<file path="config.mk">
export PLATFORM = sky130hd
export DESIGN_NAME = io_base_decoder
export DESIGN_NICKNAME = d
export VERILOG_FILES = /design/src/rtl/io_dec_pkg.sv /design/src/rtl/io_dec_regs.sv /design/src/rtl/io_dec_match.sv /design/src/rtl/io_dec_rdmux.sv /design/src/rtl/io_base_decoder.sv
export SDC_FILE = /design/constraint.sdc
export NUM_CORES = 1
export LEC_CHECK = 0
export ABC_CLOCK_PERIOD_IN_PS = 1430
export BUFFER_PORTS_ARGS = -buffer_cell sky130_fd_sc_hd__clkbuf_2
export CAP_MARGIN = 20
export CORE_UTILIZATION = 30
export CTS_CLUSTER_DIAMETER = 40
export DETAILED_ROUTE_END_ITERATION = 7
export GPL_ROUTABILITY_DRIVEN = 1
export GPL_TIMING_DRIVEN = 0
export PLACE_DENSITY = 0.63
export SYNTH_ARGS = -nofsm -noshare
export SYNTH_HDL_FRONTEND = slang
export SYNTH_SLANG_ARGS = --single-unit
</file>
<file path="constraint.sdc">
create_clock -name clk -period 1.43 [get_ports clk]
set_clock_uncertainty 0.2 [all_clocks]
set_input_delay 0.2145 -clock clk [delete_from_list [all_inputs] [get_ports clk]]
set_output_delay 0.2145 -clock clk [all_outputs]
set_load 0.005 [all_outputs]
</file>
<file path="src/rtl/io_dec_pkg.sv">
package io_dec_pkg;

    localparam int IO_AW = 16;

    typedef enum logic [1:0] {
        CFG_BASE_LO = 2'd0,
        CFG_BASE_HI = 2'd1,
        CFG_CTRL    = 2'd2,
        CFG_NONE    = 2'd3
    } cfg_idx_e;

    typedef struct packed {
        logic [IO_AW-1:0] base;
        logic             en;
    } dec_state_t;

endpackage

</file>
<file path="src/rtl/io_dec_regs.sv">
module io_dec_regs
    import io_dec_pkg::*;
#(
    parameter logic [IO_AW-1:0] WR_MASK = 16'hFFF8
) (
    input  logic             clk,
    input  logic             rst_n,
    input  logic             cfg_we,
    input  logic [1:0]       cfg_idx,
    input  logic [7:0]       cfg_wdata,
    output logic [IO_AW-1:0] base_q,
    output logic             en_q
);

    dec_state_t st_d, st_q;

    always_comb begin
        st_d = st_q;
        if (cfg_we) begin
            case (cfg_idx_e'(cfg_idx))
                CFG_BASE_LO: st_d.base[7:0]  = cfg_wdata & WR_MASK[7:0];
                CFG_BASE_HI: st_d.base[15:8] = cfg_wdata & WR_MASK[15:8];
                CFG_CTRL:    st_d.en         = cfg_wdata[0];
                default:     st_d            = st_q;
            endcase
        end
    end

    always_ff @(posedge clk or negedge rst_n) begin
        if (!rst_n) st_q <= '0;
        else        st_q <= st_d;
    end

    assign base_q = st_q.base;
    assign en_q   = st_q.en;


    lo_write_chk: assert property (@(posedge clk) disable iff (!rst_n)
        (cfg_we && cfg_idx == 2'd0) |=> (base_q[7:0] == ($past(cfg_wdata) & WR_MASK[7:0])));


    unused_idx_chk: assert property (@(posedge clk) disable iff (!rst_n)
        (cfg_we && cfg_idx == 2'd3) |=> ($stable(base_q) && $stable(en_q)));


    idle_hold_chk: assert property (@(posedge clk) disable iff (!rst_n)
        !cfg_we |=> ($stable(base_q) && $stable(en_q)));


    forced_zero_chk: assert property (@(posedge clk) disable iff (!rst_n)
        (base_q & ~WR_MASK) == '0);

endmodule

</file>
<file path="src/rtl/io_dec_match.sv">
module io_dec_match
    import io_dec_pkg::*;
#(
    parameter int               OFF_W      = 3,
    parameter logic [IO_AW-1:0] ALIGN_MASK = 16'hFFF8
) (
    input  logic [IO_AW-1:0] io_addr,
    input  logic [IO_AW-1:0] base,
    input  logic             en,
    output logic             cs,
    output logic [OFF_W-1:0] offset
);

    logic hit;

    always_comb begin
        hit    = ((io_addr & ALIGN_MASK) == base);
        cs     = en && (|base) && hit;
        offset = io_addr[OFF_W-1:0];
    end

endmodule

</file>
<file path="src/rtl/io_dec_rdmux.sv">
module io_dec_rdmux
    import io_dec_pkg::*;
(
    input  logic [1:0]       cfg_idx,
    input  logic [IO_AW-1:0] base,
    input  logic             en,
    output logic [7:0]       rdata
);

    always_comb begin
        case (cfg_idx_e'(cfg_idx))
            CFG_BASE_LO: rdata = base[7:0];
            CFG_BASE_HI: rdata = base[15:8];
            CFG_CTRL:    rdata = {7'd0, en};
            default:     rdata = 8'd0;
        endcase
    end

endmodule

</file>
<file path="src/rtl/io_base_decoder.sv">
module io_base_decoder
    import io_dec_pkg::*;
#(
    parameter int  RANGE_BYTES = 8,
    parameter bit  LEGACY      = 1'b0,
    localparam int OFF_W       = $clog2(RANGE_BYTES)
) (
    input  logic             clk,
    input  logic             rst_n,
    input  logic             cfg_we,
    input  logic [1:0]       cfg_idx,
    input  logic [7:0]       cfg_wdata,
    output logic [7:0]       cfg_rdata,
    input  logic [15:0]      io_addr,
    output logic             io_cs,
    output logic [OFF_W-1:0] io_offset
);

    localparam logic [IO_AW-1:0] ALIGN_MASK = ~((16'(1) << OFF_W) - 16'(1));
    localparam logic [IO_AW-1:0] LEG_MASK   = LEGACY ? 16'h07FF : 16'hFFFF;
    localparam logic [IO_AW-1:0] WR_MASK    = ALIGN_MASK & LEG_MASK;

    logic [IO_AW-1:0] base_q;
    logic             en_q;

    io_dec_regs #(.WR_MASK(WR_MASK)) u_regs (
        .clk      (clk),
        .rst_n    (rst_n),
        .cfg_we   (cfg_we),
        .cfg_idx  (cfg_idx),
        .cfg_wdata(cfg_wdata),
        .base_q   (base_q),
        .en_q     (en_q)
    );

    io_dec_match #(.OFF_W(OFF_W), .ALIGN_MASK(ALIGN_MASK)) u_match (
        .io_addr(io_addr),
        .base   (base_q),
        .en     (en_q),
        .cs     (io_cs),
        .offset (io_offset)
    );

    io_dec_rdmux u_rdmux (
        .cfg_idx(cfg_idx),
        .base   (base_q),
        .en     (en_q),
        .rdata  (cfg_rdata)
    );


    cs_needs_en_chk: assert property (@(posedge clk) disable iff (!rst_n)
        io_cs |-> en_q);


    cs_zero_base_chk: assert property (@(posedge clk) disable iff (!rst_n)
        io_cs |-> (base_q != '0));

    generate
        if (LEGACY) begin : g_legacy

            legacy_window_chk: assert property (@(posedge clk) disable iff (!rst_n)
                io_cs |-> (io_addr[15:11] == 5'd0));
        end
    endgenerate

endmodule

</file>
==> impl_metrics.yaml, run 1 <==
outcome:
  status: "finished with violations"
  violations: "DRC, setup timing"
timing:
  relSlewSlack_pct: 74.2
  fin_hold_ws_ps: 124
  post-route-period-util_pct: 133
  fmax_ghz: 0.526
  hold_viol: 0
  grt_setup_unrepaired: "yes"
  setup_violations: 8
  finalMaxSlewViolations: 0
  fin_crit_ps: 1900
  setup_slack_ps: -473
  worst_pin_slew_ps: 386
placed_design:
  dp.cells: 142
  gp_congestion: 0.738
  placed_area_mm2: 0.00111
  numPortBuffers: 35
  dp_hpwl_mm: 1.53
global_routing:
  grt_max_degree: 15
  overflow: 0
  grt_pass1_vias: 746
  grt_pass1_wl_mm: 3.42
  track_usage_pct: 14.0
  grt_antenna_before_repair: 0
worst_hold_path:
  hp-class: "primary input to register"
  whs_endpoint: "u_regs.en_q"
  hp-start: "cfg_we"
  hold_path_depth: 3
synthesis:
  netlist_area_um2: 901
  synth-seq-area-share_pct: 38.9
  syn_nets: 105
  syn_avg_cell_area_um2: 11.9
  synthTopCellsByArea: "dfrtp_1 39%, mux2_4 13%, xor2_1 12%, mux2_2 7.5%, mux2i_1 5.6%"
  synth_seq_cells: 14
  synthCells: 76
  yosys.cell_types.count: 20
  ys_warn_count: 0
  yosysTopAreaCell: "dfrtp_1"
  synth_top_cell_area_share_pct: 38.9
power_and_ir_drop:
  p_leak_uw: 0.000696
  ir_worst_vdd_mv: 0.639
  p_per_area_mw_per_mm2: 989
detailed_routing:
  drtPass1Iterations: 6
  vias: 797
  drtIter0Drc: 15
  route.detailed.drc: 6
  wl_mm: 2.20
  viasPerCell: 4.80
  wire_per_inst_um: 13.2
  antenna_left: 0
setup_path:
  crit_slowest_cell: "dfrtp_1"
  r2r_cells: 2
  slowest_delay_ps: 420
  critPathKind: "register to output port"
  reg2reg_slack_ps: 300
  reg2reg_from: "u_regs.base_q[3]"
  timing.rr.end: "u_regs.base_q[3]"
  crit_required_ps: 1020
  end_kind: "output port"
  worstPathMaxFanout: 2
  path_cells: "xor2_1, nor4_2, nand3_1, nor2_1, buf_2"
  worst-endpoint-arrival_ps: 1490
  cp-start-kind: "register"
final_layout:
  finish.instance_area_mm2: 0.00139
  layout_common_cells: "33 x clkbuf_2, 12 x xor2_1, 12 x dfrtp_1, 9 x buf_4, 9 x dlygate4sd3_1"
  drive_gt1_share_pct: 60.0
  final_common_cell: "clkbuf_2"
  multiInputGateArea_um2: 548
  fillers: 284
  nets: 165
  diodes: 0
  instances_no_fill: 166
  seq_area_um2: 353
  areaGrowthSynthToFinish_pct: 54.0
floorplanning:
  die_h_um: 56.8
  num_rows: 19
  floorplan.die.width_um: 56.8
  coreArea_mm2: 0.00281
  fp.dieArea_mm2: 0.00323
  io_pins: 41
  start_util_pct: 32.1
cts:
  cts_inserted_buffers: 3
  clk_pin_slew_ps: 90
  root_buffer: "clkbuf_4"
  cts_tree: "done"
  htreeDepth: 1
  clk_latency_ps: 280
  cts_max_path_buffers: 2
  cts_sinks: 14
flow_run:
  drv_cap: 0
==> critical path, delay by kind of cell, from the launching register on <==
kind / cells / cell delay, ps
XOR/XNOR: 1 / 180
buffers and inverters: 1 / 120
AND/OR/NAND/NOR: 3 / 480
flip-flops: 1 / 420
==> report_power, final <==
part,switching (uW),leakage [uW],internal [uW]
logic,205,0.000511,326
registers,79.0,0.000164,473
clock network,134,0.0000210,155
total,418,0.000696,955
==> logic make-up (layout without fill, tap and decap cells) <==
family | count (synthesis) | after routing | synth area share [%]
buffers and inverters | 5 | 64 | 4.58
AOI/OAI and AO/OA | 1 | 1 | 0.555
and+or+nand+nor | 24 | 24 | 16.9
xor gates and xnor gates | 13 | 13 | 12.6
muxes | 19 | 19 | 26.4
DFF | 14 | 14 | 38.9
==> cells in the mapped netlist <==
master	instances
nand3_1	2
buf_4	4
and2_2	2
nor3_1	1
nor4_1	5
nor2_1	7
nand2_1	2
xor2_1	12
nand2_4	1
nand4_1	1
nand3b_1	1
buf_6	1
mux2_4	8
xnor2_1	1
dfrtp_1	14
nor2b_4	1
mux2_2	6
mux2i_1	5
o21ai_0	1
nor3b_4	1
==> worst max path at each step <==
stage | from | endpoint | slack, ps
floorplan | u_regs.base_q[5] | io_cs | 4
global placement | u_regs.base_q[5] | io_cs | -300
detailed placement | u_regs.base_q[5] | io_cs | -310
CTS | u_regs.base_q[8] | io_cs | -510
global route | u_regs.base_q[5] | io_cs | -530
finish | u_regs.base_q[13] | io_cs | -470
==> timing repair <==
action / CTS / global route
endpoints found under the hold margin: 28 / 0
hold buffers: 9 / 0
resized for setup: 7 / 12
setup endpoints to repair: 9 / 9
gates cloned: 0 / 0
setup buffers: 9 / 2
pin swaps: 8 / 9
==> area by class of cell <==
cell class,instances,share of cell area [%]
buffer,5,2.98
sequential,14,25.4
multi-input combinational,57,39.5
timing repair buffer,55,26.7
tap,31,2.80
clock buffer,4,2.61
==> per-stage QoR <==
stage | TNS, ps | setup WS (ps) | power [uW] | utilization (%)
3_5_place_dp | -309 | -309 | 914 | 39.7
4_1_cts | -1210 | -506 | 1320 | 47.7
3_3_place_gp | -296 | -296 | 901 | 39.7
5_1_grt | -1550 | -533 | 1450 | 49.5
6_report | -1080 | -473 | 1370 | 49.5
2_1_floorplan | 0 | 3.98 | 782 | -
==> flip-flops by register name (all words and copies together) (netlist names) <==
signal         flops
u_regs.base_q     13
u_regs.en_q        1
==> metal layers <==
| metal | vias up | routed length (um) | track usage (%) | share of wire, % |
|---|---|---|---|---|
| li1 | 386 | - | - | - |
| met1 | 380 | 959 | 18.1 | 44 |
| met2 | 29 | 1070 | 22.3 | 49 |
| met3 | 2 | 150 | 3.23 | 6.8 |
| met4 | 0 | 14 | 6.27 | 0.64 |
| met5 | - | 0 | 0 | 0 |
(Power assumes the default switching activity.)
==> inputs of run 2 (changes only) <==
==> constraint.sdc (replaced) <==
create_clock -name clk -period 1.43 [get_ports clk]
set_clock_uncertainty 0.2 [all_clocks]
set_input_delay 0.2145 -clock clk [delete_from_list [all_inputs] [get_ports clk]]
set_output_delay 0.2145 -clock clk [all_outputs]
set_load 0.02 [all_outputs]
==> run 2 against run 1 <==
Against the previous run: the flow still finishes with violations (DRC, setup timing); critical path type unchanged; non-clock buffer count unchanged; maximum frequency decreased by 6.1%; sequential share of layout area decreased by 0.41 points; critical path depth unchanged; register-to-register slack got worse by 90 ps; count of clock-buffer cells in the layout decreased by 1; setup slack got worse by 120 ps; clock power decreased by 26%; first-iteration DRC count increased by 67%; total power decreased by 2.1%.
==> impl_metrics.yaml, run 2 (synthesis results as in run 1) <==
outcome:
  status: "finished with violations"
  violations: "DRC, setup timing"
global_routing:
  grt_pass1_wl_mm: 3.73
  grt_antenna_before_repair: 0
  track_usage_pct: 15.5
  overflow: 0
  grt_max_degree: 15
  grt_pass1_vias: 799
setup_path:
  path_cells: "xor2_1, nor4_1, nand3_1, nor2_4, buf_8"
  crit_required_ps: 1020
  crit_slowest_cell: "dfrtp_1"
  worst-endpoint-arrival_ps: 1610
  cp-start-kind: "register"
  end_kind: "output port"
  worstPathMaxFanout: 2
  critPathKind: "register to output port"
  slowest_delay_ps: 410
  reg2reg_slack_ps: 210
timing:
  grt_setup_unrepaired: "yes"
  relSlewSlack_pct: 76.5
  hold_viol: 0
  setup_violations: 9
  fin_crit_ps: 2030
  fmax_ghz: 0.494
  setup_tns_ps: -1250
  finalMaxSlewViolations: 0
  fin_hold_ws_ps: 141
  setup_slack_ps: -596
  worst_pin_slew_ps: 352
  post-route-period-util_pct: 142
worst_hold_path:
  hp-class: "primary input to register"
power_and_ir_drop:
  ir_worst_vdd_mv: 0.562
  p_switching_uw: 435
  p_leak_uw: 0.000704
  sw_frac_of_total_pct: 32.4
  seqPwrFrac_pct: 40.8
  internal_power_uw: 908
  p_per_area_mw_per_mm2: 956
  clockPowerShare_pct: 15.9
  p_comb_share_pct: 43.3
floorplanning:
  floorplan.die.width_um: 56.8
  num_rows: 19
  fp.dieArea_mm2: 0.00323
  die_h_um: 56.8
  start_util_pct: 32.1
  io_pins: 41
  coreArea_mm2: 0.00281
final_layout:
  nets: 165
  instances_no_fill: 165
  final_common_cell: "clkbuf_2"
  areaGrowthSynthToFinish_pct: 56.0
  largest_register_ffs: 13
  layout_common_cells: "26 x clkbuf_2, 13 x buf_4, 13 x dfrtp_1, 12 x xor2_1"
  seq_area_um2: 352
  diodes: 0
  fillers: 263
  drive_gt1_share_pct: 59.7
  multiInputGateArea_um2: 548
detailed_routing:
  wl_mm: 2.31
  viasPerCell: 4.75
  drtPass1Iterations: 5
  route.detailed.drc: 6
  drtIter0Drc: 25
  antenna_left: 0
  vias: 783
  wire_per_inst_um: 14.0
cts:
  cts_inserted_buffers: 3
  root_buffer: "clkbuf_4"
  cts_max_path_buffers: 2
  cts_tree: "done"
  clk_pin_slew_ps: 80
  cts_sinks: 14
  clk_latency_ps: 270
  htreeDepth: 1
flow_run:
  drv_cap: 0
placed_design:
  dp.cells: 142
  numPortBuffers: 35
  gp_congestion: 0.734
  dp_hpwl_mm: 1.61
[run 2: metal layers]
layer / vias to the layer above / track usage (%) / wire length (um)
met5: - / 0 / 0
met4: 0 / 6.27 / 11
met3: 2 / 2.53 / 135
met2: 28 / 26.0 / 1180
met1: 371 / 19.7 / 983
li1: 382 / - / -
[run 2: power by group through the flow]
stage               Clock (uW)  Combinational (uW)  Sequential [uW]
floorplan                    0                 273              546
global placement             0                 366              572
detailed placement           0                 375              578
CTS                        224                 506              550
global route               241                 631              559
finish                     213                 582              548
[run 2: worst max-delay path: cells and delay by family (launching register included)]
family                    cells  cell delay [ps]
and+or+nand+nor               3              620
DFF                           1              410
xor gates and xnor gates      1              180
buffers and inverters         1              120
[run 2: stage by stage]
| stage | util (%) | power [uW] | cell area (um^2) | worst slack [ps] |
|---|---|---|---|---|
| after CTS | 47.4 | 1280 | 1330 | -593 |
| final | 50.1 | 1340 | 1410 | -596 |
| after floorplan | - | 819 | 908 | -90.6 |
| after global routing | 50.1 | 1430 | 1410 | -650 |
| after detailed placement | 40.0 | 953 | 1120 | -410 |
| after global placement | 40.0 | 938 | 1120 | -392 |
[run 2: final cells by class]
| type | count | area share (%) |
|---|---|---|
| well taps | 31 | 2.76 |
| multi-input cells | 57 | 39.0 |
| plain buffers | 5 | 2.94 |
| clock buffers | 3 | 1.60 |
| repair buffers | 55 | 28.7 |
| flip-flops and latches | 14 | 25.0 |
[run 2: worst paths after layout]
| check | cells past startpoint | endpoint | start |
|---|---|---|---|
| setup / recovery | 5 | io_cs | u_regs.base_q[8] |
| hold / removal | 3 | u_regs.en_q | cfg_we |
| setup reg to reg | 3 | u_regs.base_q[10] | u_regs.base_q[10] |
| hold reg to reg | 1 | u_regs.en_q | u_regs.en_q |
| max in group asynchronous | 2 | u_regs.base_q[12] | rst_n |
| min in group asynchronous | 2 | u_regs.base_q[6] | rst_n |
[run 2: what timing repair did]
item                                    CTS  global route
pin swaps                                 8             6
hold endpoints to repair                 28             0
endpoints found under the setup margin    9             9
buffers inserted                          7             5
hold buffers                              9             0
gates resized for setup                  12            23
